`config.mk`:
```
export PLATFORM = sky130hd
export DESIGN_NAME = lol_hyst_monitor
export DESIGN_NICKNAME = d
export VERILOG_FILES = /design/src/rtl/lol_mon_pkg.sv /design/src/rtl/lol_err_select.sv /design/src/rtl/lol_hyst_fsm.sv /design/src/rtl/lol_ctrl_regs.sv /design/src/rtl/lol_sticky.sv /design/src/rtl/lol_hyst_monitor.sv
export SDC_FILE = /design/constraint.sdc
export NUM_CORES = 1
export LEC_CHECK = 0
export ABC_AREA = 0
export BUFFER_PORTS_ARGS = -buffer_cell sky130_fd_sc_hd__buf_4
export CAP_MARGIN = 5
export CORE_ASPECT_RATIO = 0.5
export CORE_UTILIZATION = 35
export DETAILED_ROUTE_END_ITERATION = 8
export HOLD_SLACK_MARGIN = 0.06
export PLACE_DENSITY_LB_ADDON = 0.12
export SETUP_SLACK_MARGIN = 0.1
export SYNTH_ARGS = -nofsm -noshare
export SYNTH_HDL_FRONTEND = slang
export SYNTH_SLANG_ARGS = --single-unit
```
`constraint.sdc`:
```
create_clock -name clk -period 4.4 [get_ports clk]
set_input_delay 0.22 -clock clk [delete_from_list [all_inputs] [get_ports clk]]
set_output_delay 0.22 -clock clk [all_outputs]
set_load 0.05 [all_outputs]
```
`src/rtl/lol_mon_pkg.sv`:
```
package lol_mon_pkg;
  localparam int CTRL_W = 3;
  typedef struct packed {
    logic sticky_clr;
    logic static_en;
    logic ref_sel;
  } ctrl_t;
endpackage

```
`src/rtl/lol_err_select.sv`:
```
module lol_err_select #(
  parameter int ERR_W = 16,
  localparam int MAG_W = ERR_W + 1
) (
  input  logic             ref_sel,
  input  logic             data_valid,
  input  logic [ERR_W-1:0] data_err,
  input  logic             ref_valid,
  input  logic [ERR_W-1:0] ref_err,
  output logic             sel_valid,
  output logic [MAG_W-1:0] sel_mag
);
  logic [ERR_W-1:0] picked;

  function automatic logic [MAG_W-1:0] mag_of(input logic [ERR_W-1:0] v);
    logic [MAG_W-1:0] ext;
    ext = {v[ERR_W-1], v};
    return v[ERR_W-1] ? (~ext + 1'b1) : ext;
  endfunction

  always_comb begin
    sel_valid = ref_sel ? ref_valid : data_valid;
    picked    = ref_sel ? ref_err   : data_err;
    sel_mag   = mag_of(picked);
  end
endmodule

```
`src/rtl/lol_hyst_fsm.sv`:
```
module lol_hyst_fsm #(
  parameter int MAG_W  = 17,
  parameter int HI_PPM = 1000,
  parameter int LO_PPM = 250
) (
  input  logic             clk,
  input  logic             rst,
  input  logic             sel_valid,
  input  logic [MAG_W-1:0] sel_mag,
  output logic             lol_q,
  output logic             acq_q,
  output logic             loss_event
);
  localparam logic [MAG_W-1:0] HI_T = MAG_W'(HI_PPM);
  localparam logic [MAG_W-1:0] LO_T = MAG_W'(LO_PPM);

  logic above_hi, within_lo;

  always_comb begin
    above_hi   = sel_mag > HI_T;
    within_lo  = sel_mag <= LO_T;
    loss_event = sel_valid && !lol_q && above_hi;
  end

  always_ff @(posedge clk) begin
    if (rst) begin
      lol_q <= 1'b1;
      acq_q <= 1'b0;
    end else begin
      acq_q <= loss_event;
      if (sel_valid) begin
        if (lol_q && within_lo)
          lol_q <= 1'b0;
        else if (!lol_q && above_hi)
          lol_q <= 1'b1;
      end
    end
  end

  assert_set_above_hi_R2: assert property (@(posedge clk) disable iff (rst)
    (sel_valid && !lol_q && sel_mag > HI_T) |=> lol_q);
  assert_clear_within_lo_R3: assert property (@(posedge clk) disable iff (rst)
    (sel_valid && lol_q && sel_mag <= LO_T) |=> !lol_q);
  assert_hold_no_sample_R4: assert property (@(posedge clk) disable iff (rst)
    !sel_valid |=> $stable(lol_q));
  assert_acq_with_rise_R7: assert property (@(posedge clk) disable iff (rst)
    $rose(lol_q) |-> acq_q);
endmodule

```
`src/rtl/lol_ctrl_regs.sv`:
```
module lol_ctrl_regs
  import lol_mon_pkg::*;
(
  input  logic              clk,
  input  logic              rst,
  input  logic              wr,
  input  logic [CTRL_W-1:0] wdata,
  output ctrl_t             ctrl_q,
  output logic              clear_req
);
  ctrl_t wr_word;

  always_comb begin
    wr_word   = ctrl_t'(wdata);
    clear_req = wr && ctrl_q.sticky_clr && !wr_word.sticky_clr;
  end

  always_ff @(posedge clk) begin
    if (rst) ctrl_q <= '0;
    else if (wr) ctrl_q <= wr_word;
  end
endmodule

```
`src/rtl/lol_sticky.sv`:
```
module lol_sticky (
  input  logic clk,
  input  logic rst,
  input  logic loss_event,
  input  logic clear_req,
  output logic sticky_q
);
  always_ff @(posedge clk) begin
    if (rst)             sticky_q <= 1'b0;
    else if (loss_event) sticky_q <= 1'b1;
    else if (clear_req)  sticky_q <= 1'b0;
  end

  assert_sticky_retained_R8: assert property (@(posedge clk) disable iff (rst)
    (sticky_q && !clear_req) |=> sticky_q);
  assert_set_beats_clear_R10: assert property (@(posedge clk) disable iff (rst)
    loss_event |=> sticky_q);
endmodule

```
`src/rtl/lol_hyst_monitor.sv`:
```
module lol_hyst_monitor
  import lol_mon_pkg::*;
#(
  parameter int ERR_W  = 16,
  parameter int HI_PPM = 1000,
  parameter int LO_PPM = 250,
  localparam int MAG_W = ERR_W + 1
) (
  input  logic              clk,
  input  logic              rst,
  input  logic              data_err_valid,
  input  logic [ERR_W-1:0]  data_err_ppm,
  input  logic              ref_err_valid,
  input  logic [ERR_W-1:0]  ref_err_ppm,
  input  logic              ctrl_wr,
  input  logic [CTRL_W-1:0] ctrl_wdata,
  output logic              lol_out,
  output logic              lol_live,
  output logic              acq_start,
  output logic              fine_loop_en,
  output logic              sticky_status
);
  ctrl_t            ctrl_q;
  logic             clear_req, sel_valid, loss_event, out_q, past_ok;
  logic [MAG_W-1:0] sel_mag;

  lol_ctrl_regs u_ctrl (
    .clk(clk), .rst(rst), .wr(ctrl_wr), .wdata(ctrl_wdata),
    .ctrl_q(ctrl_q), .clear_req(clear_req)
  );

  lol_err_select #(.ERR_W(ERR_W)) u_sel (
    .ref_sel(ctrl_q.ref_sel),
    .data_valid(data_err_valid), .data_err(data_err_ppm),
    .ref_valid(ref_err_valid),   .ref_err(ref_err_ppm),
    .sel_valid(sel_valid), .sel_mag(sel_mag)
  );

  lol_hyst_fsm #(.MAG_W(MAG_W), .HI_PPM(HI_PPM), .LO_PPM(LO_PPM)) u_fsm (
    .clk(clk), .rst(rst), .sel_valid(sel_valid), .sel_mag(sel_mag),
    .lol_q(lol_live), .acq_q(acq_start), .loss_event(loss_event)
  );

  lol_sticky u_sticky (
    .clk(clk), .rst(rst), .loss_event(loss_event),
    .clear_req(clear_req), .sticky_q(sticky_status)
  );

  always_ff @(posedge clk) begin
    if (rst) begin
      out_q   <= 1'b1;
      past_ok <= 1'b0;
    end else begin
      out_q   <= ctrl_q.static_en ? sticky_status : lol_live;
      past_ok <= 1'b1;
    end
  end

  assign lol_out      = out_q;
  assign fine_loop_en = !lol_live;

  assert_out_mux_R11: assert property (@(posedge clk) disable iff (rst)
    past_ok |-> (lol_out == ($past(ctrl_q.static_en) ? $past(sticky_status) : $past(lol_live))));
  assert_fine_en_R7: assert property (@(posedge clk) disable iff (rst)
    fine_loop_en != lol_live);
endmodule

```
==> results of run 1 <==
[layer usage]
metal  vias up  wire length [um]  share of wire
met5         -                 0              0
met3         0                85          0.033
met1       512              1310           0.51
met2        23              1180           0.46
li1        593                 -              -
met4         0                 0              0
[power by group through the flow]
stage                     Combinational, mW  Sequential, mW  Clock [mW]
after global placement                0.116          0.0683           0
after CTS                             0.117          0.0675      0.0933
after global routing                  0.128          0.0678      0.0971
final                                 0.117          0.0675      0.0898
after floorplan                      0.0710          0.0694           0
after detailed placement              0.117          0.0686           0
[sequential cells by signal, indices dropped and copies added (netlist names)]
name               flops
u_sticky.sticky_q      1
u_fsm.lol_q            1
u_ctrl.ctrl_q          3
u_fsm.acq_q            1
lol_out                1
[logic make-up (layout without fill, tap and decap cells)]
| kind of cell | count (synthesis) | count (layout) |
|---|---|---|
| simple gates | 49 | 49 |
| compound gates | 31 | 31 |
| mux | 23 | 23 |
| buf+inv | 9 | 54 |
| flops | 7 | 7 |
| xor+xnor | 5 | 5 |
| fa+ha+maj | 1 | 1 |
[worst max-delay path: stages (launching register included)]
cell and delay, ns:
dfxtp_1 0.40, buf_4 0.41, mux2i_1 0.43, o21ai_1 0.26, or3_1 0.44, o311ai_2 0.25
o221ai_2 0.19, a211oi_1 0.21, o221ai_1 0.14
[stage by stage]
step           cell area (um^2)  setup WS [ns]  cells   util
2_1_floorplan              1040           1.50    125      -
4_1_cts                    1440           1.53    207  0.532
6_report                   1440           1.52    207  0.532
3_3_place_gp               1390           1.56    203  0.515
3_5_place_dp               1390           1.55    203  0.515
5_1_grt                    1440           1.25    207  0.532
[cell type report]
cell class / instances / area [um^2] / share of cell area
clock buffer: 4 / 45.0 / 0.0314
inverter: 5 / 18.8 / 0.0131
multi-input combinational: 109 / 848 / 0.591
sequential: 7 / 140 / 0.0976
tap: 37 / 46.3 / 0.0322
timing repair buffer: 45 / 338 / 0.235
[cells in the mapped netlist, types with 2 or more instances]
cell type | number | area (um^2)
mux2i_1 | 18 | 180
nor2_1 | 11 | 41.3
nor3_1 | 10 | 50.1
dfxtp_1 | 7 | 140
nand2_1 | 6 | 22.5
a21oi_1 | 5 | 25.0
inv_1 | 5 | 18.8
mux2_2 | 5 | 56.3
xnor2_1 | 5 | 43.8
nor3b_1 | 4 | 30.0
o22ai_1 | 4 | 25.0
a211oi_1 | 3 | 22.5
o211ai_1 | 3 | 22.5
o21a_1 | 3 | 22.5
buf_2 | 2 | 10.0
buf_6 | 2 | 22.5
nand3_1 | 2 | 10.0
nor4_1 | 2 | 12.5
nor4b_1 | 2 | 17.5
nor4b_2 | 2 | 30.0
o21ai_0 | 2 | 10.0
o21ai_1 | 2 | 10.0
o221ai_1 | 2 | 17.5
[final timing paths]
check                           depth (start not counted)  slack, ns                to
worst min register to register                          2       0.49  u_ctrl.ctrl_q[2]
worst max register to register                          8       1.52       u_fsm.lol_q
worst max-delay path                                    8       1.52       u_fsm.lol_q
worst min-delay path                                    2       0.21  u_ctrl.ctrl_q[2]
[layout by cell type (no fill, tap or decap), drive strengths merged]
| cell | n |
|---|---|
| buf | 45 |
| mux2i | 18 |
| nor2 | 11 |
| nor3 | 10 |
| dfxtp | 7 |
| nand2 | 6 |
| inv | 5 |
| a21oi | 5 |
| mux2 | 5 |
| xnor2 | 5 |
| nor4b | 5 |
| o22ai | 4 |
| nor3b | 4 |
| clkbuf | 4 |
| o21ai | 4 |
| nor4 | 4 |
| o21a | 3 |
| o211ai | 3 |
| a211oi | 3 |
| o221ai | 3 |
| nand3 | 2 |
| o311ai | 2 |
| and2 | 1 |
| a311oi | 1 |
| nor4bb | 1 |
| and4bb | 1 |
| or2 | 1 |
| o311a | 1 |
| a31oi | 1 |
| or3 | 1 |
| and3 | 1 |
| nand3b | 1 |
| a221oi | 1 |
| ha | 1 |
==> impl_metrics.yaml, run 1 <==
status:
  outcome: "complete, no violations"
global_route:
  grt_util_met1: 0.211
  antenna_found_initial: 0
  gr-usage-met2: 0.328
  overflow: 0
  top_usage_layer: "met2"
  grtUsageTotal: 0.169
  grt_max_degree: 34
  grt_pass1_wl_mm: 4.17
  gr-usage-met3: 0.0136
  grt_pass1_vias: 976
synthesis:
  syn_area_per_cell_um2: 8.32
  synthesis.nets: 166
  synth_edf_count: 0
  yosys_warnings: 0
  synth_fa_ha_area_frac: 0.0120
  yosys.area_share.simple: 0.314
  synth_area_um2: 1040
  synth_cell_types: 41
  ys.flop_type: "dfxtp_1"
  synthCells: 125
  synth_compound_area_frac: 0.220
  synth-seq-area-share: 0.135
  synth_top_family_by_area: "simple AND/OR/NAND/NOR gates"
  synthXorXnorAreaFrac: 0.0421
  synthMuxAreaShare: 0.227
  ys_async_sr_fraction: 0
  synth_seq_cells: 7
sta:
  hold_viol: 0
  fin_crit_sh: 0.653
  skew_ns: 0.000642
  rsz0062_at_grt: "no"
  holdWs_ns: 0.205
  finalSetupViolCount: 0
  slew_viol_final: 0
  period_needed_ns: 2.88
  max_freq_mhz: 348
  maxSlewHeadroom: 0.456
  tightestPinTransition_ns: 0.794
  setup-tns-final_ns: 0
worst_setup_path:
  arrival_ns: 2.97
  r2r-start: "u_ctrl.ctrl_q[0]"
  cp_max_fo: 33
  required_ns: 4.49
  startpoint: "u_ctrl.ctrl_q[0]"
  critical_path_class: "reg2reg"
  startpoint_type: "flop"
  timing.critical_path.to_type: "flop"
hold_path:
  hp-class: "in2reg"
  hp-start: "rst"
clock_network:
  htree_levels: 1
  cts_made_buffers: 3
  clock_path_buffers: 2
  cts_resized: 0
  hold_buffers: 0
  post_cts_buffers: 0
  tritoncts: "yes"
  clkSinkCount: 7
  insertion_delay_ns: 0.23
  root_buffer: "clkbuf_8"
  clkTransAtPathRegs_ns: 0.04
power_and_ir_drop:
  share_comb_of_total_power: 0.427
  leakagePower_nw: 0.549
  power.net_switching_uw: 86.4
  pwr-share-clk: 0.327
  power_density_nw_per_um2: 191
  sequentialPowerShare: 0.246
  peakVddDrop_mv: 0.130
  p_int_uw: 188
  netSwitchingFraction: 0.315
  power_uw: 274
die:
  core_um2: 2700
  std_cell_rows: 13
  io_pins: 45
  die_h_um: 40.5
  die-width_um: 79.1
  dieArea_um2: 3210
  start_util: 0.385
drt:
  drt_wl_total_mm: 2.58
  antenna_left: 0
  drt_first_pass_iters: 4
  drc_errors: 0
  drt_iter0_markers: 43
  wl_per_cell_um: 12.4
  vias_per_cell: 5.45
  vias: 1128
final_layout:
  nets: 212
  fill_cells: 277
  num_antenna_cells: 0
  final_layout_size_suffix_gt1_frac: 0.365
  flow.area_growth_from_synthesis_pct: 38.1
place:
  port_buffers: 44
  gp_congestion: 0.771
  hpwl_mm: 2.10
job:
  drv_cap: 0
No activity file was read; power rests on OpenSTA's default activity.
==> run 2, diff against run 1 <==
ABC_AREA = 1   (was 0)
clock period = 2.4 ns   (was 4.4 ns; I/O delays follow)
==> run 2 against run 1 <==
  * Clock power grew 100%
  * Area after synthesis grew 30%
  * Total power grew 130%
  * First-iteration DRC count grew 37%
  * Die area grew 29%
  * Clock-buffer cell count shrank 1
  * Core utilization shrank 3.7 points
  * Fmax grew 38%
  * Critical path type unchanged
  * Cell area grew 23%
  * Non-clock buffer count grew 2
  * Sequential share of layout area shrank 1.8 points
  * Combinational power grew to 2.8 times the previous value
  * Largest cell class unchanged
==> impl_metrics.yaml, run 2 <==
hold_path:
  hp-start: "rst"
  hp-class: "in2reg"
final_layout:
  layout_common_cells: "nand2_1, buf_4, inv_1"
  final_common_cell: "nand2_1"
  final_layout_size_suffix_gt1_frac: 0.304
  num_antenna_cells: 0
  nets: 338
  flow.area_growth_from_synthesis_pct: 30.3
  largest_register_ffs: 3
  fill_cells: 403
  top_register: "u_ctrl.ctrl_q"
drt:
  drt_iter0_markers: 59
  vias: 1585
  wl_per_cell_um: 10.2
  antenna_left: 0
  drt_wl_total_mm: 3.54
  vias_per_cell: 4.57
  drc_errors: 0
  drt_first_pass_iters: 4
worst_setup_path:
  arrival_ns: 2.20
  startpoint_type: "flop"
  timing.critical_path.to_type: "flop"
  startpoint: "u_ctrl.ctrl_q[0]"
  cp_max_fo: 14
  critical_path_class: "reg2reg"
  required_ns: 2.52
  r2r-start: "u_ctrl.ctrl_q[0]"
die:
  start_util: 0.380
  core_um2: 3570
  die-width_um: 90.0
  die_h_um: 46.0
  io_pins: 45
  std_cell_rows: 15
  dieArea_um2: 4140
power_and_ir_drop:
  leakagePower_nw: 1.01
  peakVddDrop_mv: 0.235
  power.net_switching_uw: 266
  power_uw: 635
  power_density_nw_per_um2: 359
  p_int_uw: 369
  pwr-share-clk: 0.285
  share_comb_of_total_power: 0.517
  netSwitchingFraction: 0.419
  sequentialPowerShare: 0.199
sta:
  fin_crit_sh: 0.869
  setup-tns-final_ns: 0
  max_freq_mhz: 479
  skew_ns: 0.00152
  finalSetupViolCount: 0
  tightestPinTransition_ns: 0.271
  rsz0062_at_grt: "no"
  hold_viol: 0
  slew_viol_final: 0
  period_needed_ns: 2.09
  maxSlewHeadroom: 0.818
job:
  drv_cap: 0
place:
  gp_congestion: 0.825
  port_buffers: 44
  hpwl_mm: 3.00
global_route:
  grt_util_met1: 0.251
  grt_max_degree: 20
  grt_pass1_vias: 1385
  antenna_found_initial: 0
  top_usage_layer: "met2"
  gr-usage-met3: 0.0417
  grt_pass1_wl_mm: 6.09
  gr-usage-met2: 0.313
  grtUsageTotal: 0.184
  overflow: 0
clock_network:
  clkSinkCount: 7
  insertion_delay_ns: 0.23
  hold_buffers: 0
  cts_made_buffers: 3
  htree_levels: 1
  post_cts_buffers: 0
  root_buffer: "clkbuf_8"
  clkTransAtPathRegs_ns: 0.05
  cts_resized: 0
  clock_path_buffers: 2
  tritoncts: "yes"
synthesis:
  synth-seq-area-share: 0.103
  synth_edf_count: 0
  syn_area_per_cell_um2: 5.40
  synthesis.nets: 292
  synth_seq_cells: 7
  synth_top_area_cell: "nand2_1"
  yosys_warnings: 0
  synthCells: 251
  synth_commonest_cells: "nand2_1, inv_1, nor2_1"
  ys.flop_type: "dfxtp_1"
  yosys-top-cells-area: "nand2_1, dfxtp_1, inv_1"
  synth_top_area_frac: 0.271
  synth_area_um2: 1360
  post-synth-top-count-cell: "nand2_1"
  synth_cell_types: 30
  ys_async_sr_fraction: 0
status:
  outcome: "complete, no violations"
[run 2: cell count changes after synthesis, moves of 9 or more]
cell	before	now
mux2i_1	18	1
nand2_2	0	18
nand3_1	2	17
inv_1	5	36
nor3_1	10	1
nand2_1	6	98
nor2_1	11	21
[run 2: layout make-up]
cell class              instances  area, um^2  area share
multi-input cells             200        1010       0.572
inverters                      38         148      0.0836
clock buffers                   3        41.3      0.0234
flip-flops and latches          7         141      0.0800
well taps                      51        63.8      0.0361
repair buffers                 47         357       0.202
clock inverters                 1        5.00     0.00283
[run 2: final timing paths]
path                               endpoint  slack (ns)  cells after the start
worst max-delay path            u_fsm.lol_q        0.31                     14
worst max register to register  u_fsm.lol_q        0.31                     14
worst min-delay path                lol_out        0.09                      3
worst min register to register      lol_out        0.48                      1
[run 2: per-layer routing]
metal / routed length [um] / up-vias
li1: - / 858
met1: 1930 / 691
met2: 1430 / 34
met3: 175 / 2
met4: 8 / 0
met5: 0 / -
[run 2: cell families after synthesis]
logic type	count (synthesis)	synth area share
and+or+nand+nor	177	0.618
buffers and inverters	44	0.157
AOI/OAI and AO/OA	18	0.0858
DFF	7	0.103
xor gates and xnor gates	3	0.0194
muxes	1	0.00738
adders and majority gates	1	0.00922
[run 2: power groups by stage]
stage | registers (mW) | logic [mW] | clock network [mW]
after floorplan | 0.129 | 0.237 | 0
after detailed placement | 0.127 | 0.325 | 0
after global routing | 0.126 | 0.373 | 0.189
after global placement | 0.127 | 0.322 | 0
after CTS | 0.125 | 0.326 | 0.185
final | 0.126 | 0.328 | 0.181
[run 2: worst max-delay path, cell delays in order (launching register included)]
cell and delay [ns]:
dfxtp_2 0.36, buf_6 0.17, o21ai_4 0.20, ha_1 0.22, nand3_2 0.12, nor2_2 0.11
nand3_2 0.09, nand2_2 0.12, nand2_1 0.08, a21oi_1 0.13, nand2_1 0.06, nor2_1 0.11
nand3_1 0.08, nand2_1 0.06, nand3_1 0.05
[run 2: through the flow]
stage               cell area, um^2   util  setup slack, ns  hold slack, ns  cells
global placement               1700  0.478            0.309           0.317    343
CTS                            1750  0.491            0.208          0.0813    347
detailed placement             1700  0.478            0.222           0.327    343
floorplan                      1360      -            0.526           0.220    251
finish                         1770  0.495            0.314          0.0869    347
global route                   1770  0.495            0.158          0.0912    347
==> run 3, diff against run 2 <==
REMOVE_ABC_BUFFERS = 1   (was not set)
==> run 3 against run 2 <==
  * Clock-buffer cell count grew 1
  * Clock power is essentially flat
  * Global-route usage increased by 0.17 points
  * Sequential share of layout area about the same
  * Critical path type unchanged
  * Critical endpoint unchanged
  * Largest cell class unchanged
  * Largest power group unchanged
  * Highest routed layer unchanged
==> impl_metrics.yaml, run 3 (synthesis gave the netlist of run 2 again) <==
drt:
  antenna_left: 0
  drt_wl_total_mm: 3.59
  drt_first_pass_iters: 4
  wl_per_cell_um: 10.4
  vias: 1584
  drt_iter0_markers: 83
  drc_errors: 0
  vias_per_cell: 4.56
clock_network:
  clkSinkCount: 7
  insertion_delay_ns: 0.24
  post_cts_buffers: 0
  htree_levels: 1
  clock_path_buffers: 2
  root_buffer: "clkbuf_8"
  clkTransAtPathRegs_ns: 0.05
  cts_made_buffers: 3
  tritoncts: "yes"
worst_setup_path:
  required_ns: 2.51
  arrival_ns: 2.17
  reg2reg_depth: 14
  worst_path_largest_cell_delay_ns: 0.41
  timing.critical_path.to_type: "flop"
  cp_slowest_cell: "dfxtp_2"
  crit_top_cell: "nand2_1"
  critical_path_class: "reg2reg"
  r2r-start: "u_ctrl.ctrl_q[0]"
  crit_chain: "buf_4 -> nand2_1 -> nand2_1 -> nand3_2 -> nor2_1 -> nand2_1 -> nand2_1 -> nand2_1 -> nand2_1 -> nand2_1 -> nor2_1 -> nand3_1 -> nand2_1 -> nand3_1"
  startpoint_type: "flop"
  cp_max_fo: 13
  startpoint: "u_ctrl.ctrl_q[0]"
sta:
  slew_viol_final: 0
  fin_ws_ns: 0.337
  tightestPinTransition_ns: 0.262
  period_needed_ns: 2.06
  setup-tns-final_ns: 0
  hold_viol: 0
  fin_crit_sh: 0.860
  skew_ns: 0.0179
  rsz0062_at_grt: "no"
  max_freq_mhz: 485
  maxSlewHeadroom: 0.820
  finalSetupViolCount: 0
hold_path:
  hp-class: "in2reg"
  hp-start: "ctrl_wdata[1]"
  hold_depth: 3
die:
  start_util: 0.380
  die_h_um: 46.0
  io_pins: 45
  dieArea_um2: 4140
  die-width_um: 90.0
  std_cell_rows: 15
  core_um2: 3570
job:
  drv_cap: 0
power_and_ir_drop:
  netSwitchingFraction: 0.418
  power_density_nw_per_um2: 362
  leakagePower_nw: 1.00
  share_comb_of_total_power: 0.519
  power.net_switching_uw: 266
  p_int_uw: 370
  sequentialPowerShare: 0.198
  pwr-share-clk: 0.283
  peakVddDrop_mv: 0.114
place:
  dp.cells: 343
  hpwl_mm: 2.97
  dp_slack_ns: 0.227
  gp_congestion: 0.844
  port_buffers: 44
global_route:
  grt_max_degree: 20
  grtUsageTotal: 0.186
  overflow: 0
  grt_pass1_wl_mm: 6.10
  grt_pass1_vias: 1376
  antenna_found_initial: 0
final_layout:
  top_register: "u_ctrl.ctrl_q"
  final_layout_size_suffix_gt1_frac: 0.304
  final_common_cell: "nand2_1"
  utilization: 0.493
  finalNonFillerCells: 347
  fill_cells: 396
  flow.area_growth_from_synthesis_pct: 29.5
  num_antenna_cells: 0
  largest_register_ffs: 3
  layout_common_cells: "nand2_1, buf_4, inv_1"
  nets: 338
status:
  outcome: "complete, no violations"
## run 3: worst paths after layout
kind                            end  slack [ns]
setup reg to reg        u_fsm.lol_q        0.34
setup / recovery        u_fsm.lol_q        0.34
hold reg to reg   u_sticky.sticky_q        0.49
hold / removal     u_ctrl.ctrl_q[1]        0.10
## run 3: final cells by class
type | instances | area (um^2) | share of cell area
Clock buffer | 4 | 45.0 | 0.0256
Inverter | 38 | 148 | 0.0840
Timing Repair Buffer | 47 | 353 | 0.201
Sequential cell | 7 | 141 | 0.0805
Multi-Input combinational cell | 200 | 1010 | 0.573
Tap cell | 51 | 63.8 | 0.0363
## run 3: worst max-delay path: cells and delay by family, from the launching register on
kind,cells,cell delay [ns]
simple gates,13,1.24
flops,1,0.41
buf+inv,1,0.24
## run 3: what timing repair did
item                                    CTS  global route
gates resized for setup                   0             4
hold buffers                              0             0
endpoints found under the setup margin    0             3
hold endpoints to repair                  0             0
## run 3: metal layers
| layer | vias up | routed length [um] | track usage | part of all wire |
|---|---|---|---|---|
| met4 | 0 | 24 | 0.0387 | 0.0067 |
| li1 | 861 | - | - | - |
| met1 | 677 | 1900 | 0.256 | 0.53 |
| met5 | - | 0 | 0 | 0 |
| met2 | 43 | 1440 | 0.302 | 0.40 |
| met3 | 3 | 234 | 0.0417 | 0.065 |
## run 3: power groups by stage
stage / clock network (mW) / registers (mW) / logic, mW
2_1_floorplan: 0 / 0.137 / 0.211
3_3_place_gp: 0 / 0.127 / 0.325
3_5_place_dp: 0 / 0.127 / 0.326
4_1_cts: 0.182 / 0.125 / 0.328
5_1_grt: 0.187 / 0.127 / 0.373
6_report: 0.180 / 0.126 / 0.330
## run 3: stage by stage
stage / power (mW) / cell area, um^2 / hold WS, ns
global placement: 0.452 / 1700 / 0.339
global route: 0.688 / 1760 / 0.134
detailed placement: 0.454 / 1700 / 0.346
floorplan: 0.348 / 1290 / 0.220
CTS: 0.635 / 1750 / 0.107
finish: 0.636 / 1760 / 0.102
